<file path="src/rtl/mt_pkg.sv">
package mt_pkg;
    localparam int DATA_W    = 32;
    localparam int CTRL_W    = 16;
    localparam int SEL_W     = 3;
    localparam int PRE_W     = 10;   // holds divisor - 1 for the largest divisor (1024)
    localparam int IE_BIT    = 5;
    localparam int UF_BIT    = 8;
    localparam int WIN_BYTES = 12;

    typedef enum logic [1:0] {
        REG_RELOAD = 2'd0,
        REG_COUNT  = 2'd1,
        REG_CTRL   = 2'd2
    } chreg_e;

    function automatic logic [DATA_W-1:0] lane_mask(input logic [1:0] sz);
        case (sz)
            2'd0:    return 32'h0000_00FF;
            2'd1:    return 32'h0000_FFFF;
            default: return 32'hFFFF_FFFF;
        endcase
    endfunction
endpackage

</file>
<file path="src/rtl/mt_prescale.sv">
module mt_prescale
    import mt_pkg::*;
(
    input  logic             clk,
    input  logic             rst_n,
    input  logic             run,
    input  logic [SEL_W-1:0] sel,
    output logic             tick
);
    typedef struct packed {
        logic [PRE_W-1:0] cnt;
    } pre_t;

    pre_t             st_q, st_d;
    logic [SEL_W-1:0] sel_c;
    logic [PRE_W-1:0] lim;

    always_comb begin
        sel_c = (sel > 3'd4) ? 3'd4 : sel;
        lim   = PRE_W'((32'd4 << {sel_c, 1'b0}) - 32'd1);
        tick  = run && (st_q.cnt >= lim);
        st_d  = st_q;
        if (!run || tick) begin
            st_d.cnt = '0;
        end else begin
            st_d.cnt = st_q.cnt + PRE_W'(1);
        end
    end

    always_ff @(posedge clk) begin
        if (!rst_n) begin
            st_q <= '0;
        end else begin
            st_q <= st_d;
        end
    end
endmodule

</file>
<file path="src/rtl/mt_channel.sv">
module mt_channel
    import mt_pkg::*;
(
    input  logic              clk,
    input  logic              rst_n,
    input  logic              run,
    input  logic              wr_reload,
    input  logic              wr_count,
    input  logic              wr_ctrl,
    input  logic [DATA_W-1:0] wdata,
    input  logic [DATA_W-1:0] wmask,
    output logic [DATA_W-1:0] reload_o,
    output logic [DATA_W-1:0] count_o,
    output logic [CTRL_W-1:0] ctrl_o,
    output logic              irq_o
);
    typedef struct packed {
        logic [DATA_W-1:0] reload;
        logic [DATA_W-1:0] count;
        logic [SEL_W-1:0]  sel;
        logic              ie;
        logic              uf;
    } ch_t;

    ch_t               st_q, st_d;
    logic              tick;
    logic              uf_evt;
    logic [CTRL_W-1:0] ctrl_cur;
    logic [CTRL_W-1:0] ctrl_new;

    mt_prescale u_pre (
        .clk   (clk),
        .rst_n (rst_n),
        .run   (run),
        .sel   (st_q.sel),
        .tick  (tick)
    );

    always_comb begin
        ctrl_cur = {7'b0, st_q.uf, 2'b0, st_q.ie, 2'b0, st_q.sel};
        ctrl_new = (ctrl_cur & ~wmask[CTRL_W-1:0]) | (wdata[CTRL_W-1:0] & wmask[CTRL_W-1:0]);
        st_d     = st_q;
        uf_evt   = 1'b0;

        if (tick) begin
            if (st_q.count == '0) begin
                st_d.count = st_q.reload;
                uf_evt     = 1'b1;
            end else begin
                st_d.count = st_q.count - DATA_W'(1);
            end
        end
        if (wr_count) begin
            st_d.count = (st_q.count & ~wmask) | (wdata & wmask);
        end
        if (wr_reload) begin
            st_d.reload = (st_q.reload & ~wmask) | (wdata & wmask);
        end
        if (wr_ctrl) begin
            st_d.sel = ctrl_new[SEL_W-1:0];
            st_d.ie  = ctrl_new[IE_BIT];
            st_d.uf  = st_q.uf & ctrl_new[UF_BIT];
        end
        if (uf_evt) begin
            st_d.uf = 1'b1;
        end
    end

    always_ff @(posedge clk) begin
        if (!rst_n) begin
            st_q <= '{reload: '1, count: '1, sel: '0, ie: 1'b0, uf: 1'b0};
        end else begin
            st_q <= st_d;
        end
    end

    assign reload_o = st_q.reload;
    assign count_o  = st_q.count;
    assign ctrl_o   = ctrl_cur;
    assign irq_o    = st_q.uf & st_q.ie;
endmodule

</file>
<file path="src/rtl/mt_top.sv">
module mt_top
    import mt_pkg::*;
#(
    parameter int NCH    = 3,
    parameter int ADDR_W = 8
) (
    input  logic              clk,
    input  logic              rst_n,
    input  logic [ADDR_W-1:0] bus_addr,
    input  logic              bus_we,
    input  logic [DATA_W-1:0] bus_wdata,
    input  logic [1:0]        bus_size,
    output logic [DATA_W-1:0] bus_rdata,
    output logic [NCH-1:0]    irq
);
    localparam int START_ADDR = 0;
    localparam int CH_BASE    = 4;

    typedef struct packed {
        logic [NCH-1:0] run;
    } start_t;

    start_t                       start_q, start_d;
    logic [DATA_W-1:0]            wmask;
    logic                         start_hit;
    logic [NCH-1:0]               run_q;
    logic [NCH-1:0]               ch_hit;
    logic [NCH-1:0][1:0]          ch_idx;
    logic [NCH-1:0]               wr_reload, wr_count, wr_ctrl;
    logic [NCH-1:0][DATA_W-1:0]   ch_reload, ch_count;
    logic [NCH-1:0][CTRL_W-1:0]   ch_ctrl;
    logic [DATA_W-1:0]            rd;

    assign wmask     = lane_mask(bus_size);
    assign start_hit = (bus_addr == ADDR_W'(START_ADDR));
    assign run_q     = start_q.run;

    always_comb begin
        start_d = start_q;
        if (bus_we && start_hit) begin
            start_d.run = (start_q.run & ~wmask[NCH-1:0]) | (bus_wdata[NCH-1:0] & wmask[NCH-1:0]);
        end
    end

    always_ff @(posedge clk) begin
        if (!rst_n) begin
            start_q <= '0;
        end else begin
            start_q <= start_d;
        end
    end

    for (genvar g = 0; g < NCH; g++) begin : g_ch
        localparam int BASE = CH_BASE + WIN_BYTES * g;

        assign ch_hit[g] = (bus_addr >= ADDR_W'(BASE))
                        && (bus_addr < ADDR_W'(BASE + WIN_BYTES))
                        && (bus_addr[1:0] == 2'b00);
        assign ch_idx[g]    = 2'((bus_addr - ADDR_W'(BASE)) >> 2);
        assign wr_reload[g] = bus_we && ch_hit[g] && (ch_idx[g] == REG_RELOAD);
        assign wr_count[g]  = bus_we && ch_hit[g] && (ch_idx[g] == REG_COUNT);
        assign wr_ctrl[g]   = bus_we && ch_hit[g] && (ch_idx[g] == REG_CTRL);

        mt_channel u_ch (
            .clk       (clk),
            .rst_n     (rst_n),
            .run       (start_q.run[g]),
            .wr_reload (wr_reload[g]),
            .wr_count  (wr_count[g]),
            .wr_ctrl   (wr_ctrl[g]),
            .wdata     (bus_wdata),
            .wmask     (wmask),
            .reload_o  (ch_reload[g]),
            .count_o   (ch_count[g]),
            .ctrl_o    (ch_ctrl[g]),
            .irq_o     (irq[g])
        );
    end

    always_comb begin
        rd = '0;
        if (start_hit) begin
            rd = DATA_W'(start_q.run);
        end
        for (int c = 0; c < NCH; c++) begin
            if (ch_hit[c]) begin
                case (ch_idx[c])
                    REG_RELOAD: rd = ch_reload[c];
                    REG_COUNT:  rd = ch_count[c];
                    REG_CTRL:   rd = DATA_W'(ch_ctrl[c]);
                    default:    rd = '0;
                endcase
            end
        end
        bus_rdata = rd & wmask;
    end
endmodule

</file>
<file path="config.mk">
export PLATFORM = sky130hd
export DESIGN_NAME = mt_top
export DESIGN_NICKNAME = d
export VERILOG_FILES = /design/src/rtl/mt_pkg.sv /design/src/rtl/mt_prescale.sv /design/src/rtl/mt_channel.sv /design/src/rtl/mt_top.sv
export SDC_FILE = /design/constraint.sdc
export NUM_CORES = 1
export LEC_CHECK = 0
export BUFFER_PORTS_ARGS = -buffer_cell sky130_fd_sc_hd__clkbuf_2
export CORE_ASPECT_RATIO = 1.2
export CORE_MARGIN = 5
export CORE_UTILIZATION = 60
export DETAILED_ROUTE_END_ITERATION = 10
export GPL_TIMING_DRIVEN = 0
export HOLD_SLACK_MARGIN = 0.02
export PLACE_DENSITY = 0.77
export SLEW_MARGIN = 40
export SYNTH_ARGS = -nofsm -noshare
export SYNTH_HDL_FRONTEND = slang
export SYNTH_HIERARCHICAL = 1
export SYNTH_SLANG_ARGS = --single-unit
</file>
<file path="constraint.sdc">
create_clock -name clk -period 5.2 [get_ports clk]
set_input_delay 0.26 -clock clk [delete_from_list [all_inputs] [get_ports clk]]
set_output_delay 0.26 -clock clk [all_outputs]
set_load 0.01 [all_outputs]
</file>
Yosys cells after proc, flatten, opt, wreduce, memory -nomap -nowiden
Cells that the tools add are included.

operators by class
  add/sub/neg operators = 12
  multiply operators = 0
  divide/modulo/power cells = 0
  order comparisons = 12
  equality and inequality tests = 7
  shift-type cells = 3
  muxes and demuxes = 32
  bitwise operators = 34
  reductions and logical operators = 46

operators by type and width
  kind                   number
  $mux 32                12
  $pmux 32 s3            3
  $and 32x32->32         8
  $or 32x32->32          6
  $logic_not 32->1       3
  $sub 32x1->32 const B  3
  $pmux 32 s2            1
  $and 9x9->9            4
  $not 32->32            1
  $add 10x1->10 const B  3
  $ge 10x10->1           3
  $shl 3x4->10 const A   3
  $sub 10x1->10 const B  3
  $or 9x9->9             3
  $logic_and 1x1->1      22
  $ge 8x5->1 const B     2
  $lt 8x5->1 const B     2
  $mux 1                 12
  $mux 3                 4
  $reduce_bool 2->1      6
  $logic_not 2->1        5
  $gt 3x3->1 const B     3
  $not 9->9              1
  $eq 2x1->1 const B     4
  other kinds (15)       29

storage, ports and cells
  bits in registers = 240
  bits in latches = 0
  bits in writable memories = 0
  memory bits (read-only) = 0
  bits of input ports = 45
  output and inout bits = 35
  word-level logic and storage cells = 165
  memories kept = 0

Longest topological paths before layout
  word-level depth = 8
  depth in mapped cells = 12
  depth with buffers taken out = 11

Modules after synthesis
Netlist, hierarchy kept.

modules (own cells, without submodules)
  module                         times used  cells an instance  area each (µm²)  sequential area each (µm²)
  mt_channel (g_ch[1].u_ch ...)  2           576                4182.8           1381.3
  mt_channel (g_ch[0].u_ch)      1           577                4190.3           1381.3
  mt_top                         1           311                2334.7           60.1
  mt_prescale                    3           66                 601.8            200.2

Least setup slack after synthesis
Ideal clock, no wire load.

  path type = input to register
  from = input bus_size[1]
  to = register (tool-made name)
  library setup time = 0.081 ns
  data arrival time = 4.707 ns
  data required time = 5.119 ns
  slack = 0.412 ns
  stages on the path = 6
  path buffers = 1
  cell sequence = clkbuf_1 inv_1 a21oi_1 o22ai_1 o2bb2ai_1 a41oi_1

RTL lines
  what             line          text
  start, declared  mt_top.sv:12  input logic [1:0] bus_size,

==> results by group <==
CTS
  – Clock slew at reported path FFs: 0.06 ns
  – Post-CTS Setup Bufs: 0
  – Root buffer cell: clkbuf_16
  – Clk_lat worst skew: roughly 0.55 ns
  – Clock net sink count: 240
  – Hold-fix buffers, CTS: 0
  – CTS Buf Count: 28
  – CTS tree: built
  – Clk buf depth: 3
  – H-tree Lvls: 1
  – PostCTS Resize Cnt: 0

Timing
  – Final setup violation count: 0
  – Final hold vios: 0
  – Fmax: roughly 260 MHz
  – Worst Clk Skew: around 0.009 ns
  – Worst hold slack: 0.135 ns
  – Slew headroom: 42.0%
  – Pins Over Slew Limit: 0
  – RSZ-0062 raised after global routing: false
  – Worst-margin pin slew: 0.861 ns
  – Min Tclk post-route: slightly below 4 ns
  – Final Cycle Share: between 70 and 80%

Synthesis
  – Register area share after synthesis: 28.8%
  – Synth Register Bits: 240
  – Synth unique cells: 63
  – Share of async-settable or async-resettable flops after synthesis: 0%
  – Post-synth EDFFs: 0
  – Most instantiated cells after synthesis: nand3_1, nand2_1, dfxtp_1
  – Synthesized cell area: 16,700 um2
  – Post-synth top area cell: dfxtp_1
  – Top cells by area, synth: dfxtp_1, nand3_1, nand2_1
  – Mapped Avg Cell Area: about 7.5 um2
  – Area share of the largest cell type after synthesis: ~29%
  – Ys Warns: 6
  – Most numerous cell in the Yosys netlist: nand3_1
  – Cell count after synthesis: about 2,200
  – Post-synth top flop: dfxtp_1

Route
  – Met2 Wirelength: around 30,000 um
  – DR DRC count: 0
  – Wire length on met3: between 8000 and 9000 um
  – Drt wl/cell: around 24 um
  – DR pass1 iterations: 7
  – Vias per cell: roughly 6.6
  – Top layer in use: met5
  – Antenna violation net count after detailed routing: 0
  – Metal1 wirelength: 25,300 um
  – Via count: roughly 19,000
  – Initial DRC count: 2,721
  – Total Routed Length: ~70,000 um

Placement
  – Placer's final routability congestion estimate: approximately 1.1
  – Port Buf Inserts: 78
  – DP Cell Count: between 2,000 and 3,000
  – Post-Place Cell Area: about 18,000 um2
  – DP HPWL: about 50,000 um

Outcome
  – Status: finished clean

Setup path
  – Most used cell, CP: clkbuf_1
  – Cell count along the critical path: 11
  – Crit path max-delay family: buffers and inverters
  – Worst-path fanout max: 10
  – CP max-delay cell: nor2_1
  – Crit Path Class: input pin to flop
  – Cell Chain, Critical Path: clkbuf_2 > buf_2 > clkbuf_1 > buf_1 > nand3b_1 > nor2_1 > clkbuf_1 > clkbuf_1 > clkbuf_1 > nand3_1 > o2111ai_1
  – Setup crit start kind: input pin
  – FF-to-FF path depth: 11
  – R2r setup slk: 1.62 ns
  – Delay of the slowest critical-path stage: approximately 0.54 ns
  – WP data required: roughly 5.7 ns
  – CP endpoint kind: flop
  – WP data arrival: between 4 and 5 ns
  – Critical path origin: bus_addr[3]
  – CP bufs+invs: 7

Die
  – Die Y: roughly 190 um
  – # IOs: 80
  – Total die area: ~31,000 um2
  – Starting density of the core: around three fifths
  – Width of the die: 162 um
  – Row count: 67
  – Core outline area: roughly 28,000 um2

Worst hold path
  – Hold WC Path Type: input pin to flop

Layout
  – Final Instance Area: 19,100 um2
  – Final Non-Filler Cells: between 2,000 and 3,000
  – Area grow syn2layout: 14.6%
  – Inserted Diodes: 0
  – Final-stage net count: around 2,600
  – Share of cells above drive strength 1: approximately a tenth

Power
  – Peak VDD IR: around 0.27 mV
  – PD cells: 222 nW/um2
  – Pleak: 7.78 nW

Global route
  – Largest net degree at the start of global routing: 66
  – GRT Total Usage: roughly 42%
  – Global route overflow: 0
  – First-pass GRT wire length: 103,000 um
  – Initial antenna violation count: 3
  – Number of global-route vias before repair: approximately 18,000

Flow run
  – Max-cap viol count: 0
-- power by group --
group | total [mW] | switching (mW) | leakage (nW) | internal [mW]
sequential | 1.84 | 0.00360 | 1.94 | 1.84
combinational | 0.358 | 0.259 | 5.37 | 0.0999
clock | 2.04 | 0.859 | 0.469 | 1.18
total | 4.25 | 1.12 | 7.78 | 3.12
-- cell type report --
cell class                 count  area, um2
buffer                       194        973
clock buffer                  38        810
clock inverter                14        123
fill                        2411       8530
inverter                      34        133
multi-input combinational   1919      11400
sequential                   240       4800
tap                          345        432
timing repair buffer          82        478
-- through the flow --
step                setup WS, ns  utilization, %  total power, mW  setup TNS, ns
floorplan                  0.412               -             2.06              0
global placement           -1.76            65.3             2.21        -134.18
detailed placement          1.06            65.7             2.22              0
CTS                         1.63            69.1             4.22              0
global route                1.23            69.2             4.33              0
finish                      1.35            69.2             4.25              0
-- routing by layer --
layer | GRT usage, % | vias to the layer above
met5 | 0 | -
met3 | 9.98 | 321
met4 | 28.9 | 4
met2 | 65.4 | 1298
li1 | - | 8547
met1 | 52.3 | 8783
-- worst min-delay path by stage --
stage                                          startpoint                                    end  slack, ns  depth (start not counted)
global placement                                     flop                                   flop       0.46                          2
finish                                      bus_wdata[18]                                   flop       0.14                          3
floorplan                                           rst_n                  run_q[0]$_SDFFE_PN0P_       0.39                          1
detailed placement  g_ch[0].u_ch/u_pre/st_q[0]$_SDFF_PP0_  g_ch[0].u_ch/u_pre/st_q[0]$_SDFF_PP0_       0.48                          1
global route                                bus_wdata[16]                                   flop       0.13                          3
CTS                                         bus_wdata[16]                                   flop       0.11                          3
-- cell usage in the layout, fill, tap and decap left out, types with 15 or more instances in the layout --
cell	n
inv_1	33
o21ai_0	166
o221ai_1	30
xnor2_1	31
conb_1	153
nor3_1	42
a31oi_1	24
a22oi_1	36
clkbuf_2	78
a221o_1	19
o2111ai_1	33
clkbuf_16	29
nand2_1	268
clkbuf_1	106
o22ai_1	15
nor2b_1	92
buf_2	28
nor4_1	22
nand4_1	18
dfxtp_1	240
xor2_1	48
or4_1	24
or3_1	18
ha_1	33
mux2i_1	90
buf_4	33
a21boi_0	21
buf_1	20
nand3_1	323
nor2_1	129
a21oi_1	52
a211oi_1	19
and3_1	60
-- kinds of logic (layout without fill, tap and decap cells) --
logic type,Yosys count,in the layout,share of synthesized area [%]
multiplexers,106,106,6.68
buffers and inverters,228,362,6.57
other,4,153,0.0899
flip-flops,240,240,28.8
adder cells (fa/ha/maj),33,33,2.47
AND/OR/NAND/NOR,1065,1065,32.2
XOR/XNOR,79,79,4.14
AO/OA/AOI/OAI,483,483,19.1
-- tightest hold or removal path: stages --
cell and delay, ns:
clkbuf_2 0.20, nand3_1 0.11, nand3_1 0.07
Note: power is estimated with default switching activity, not from simulation.
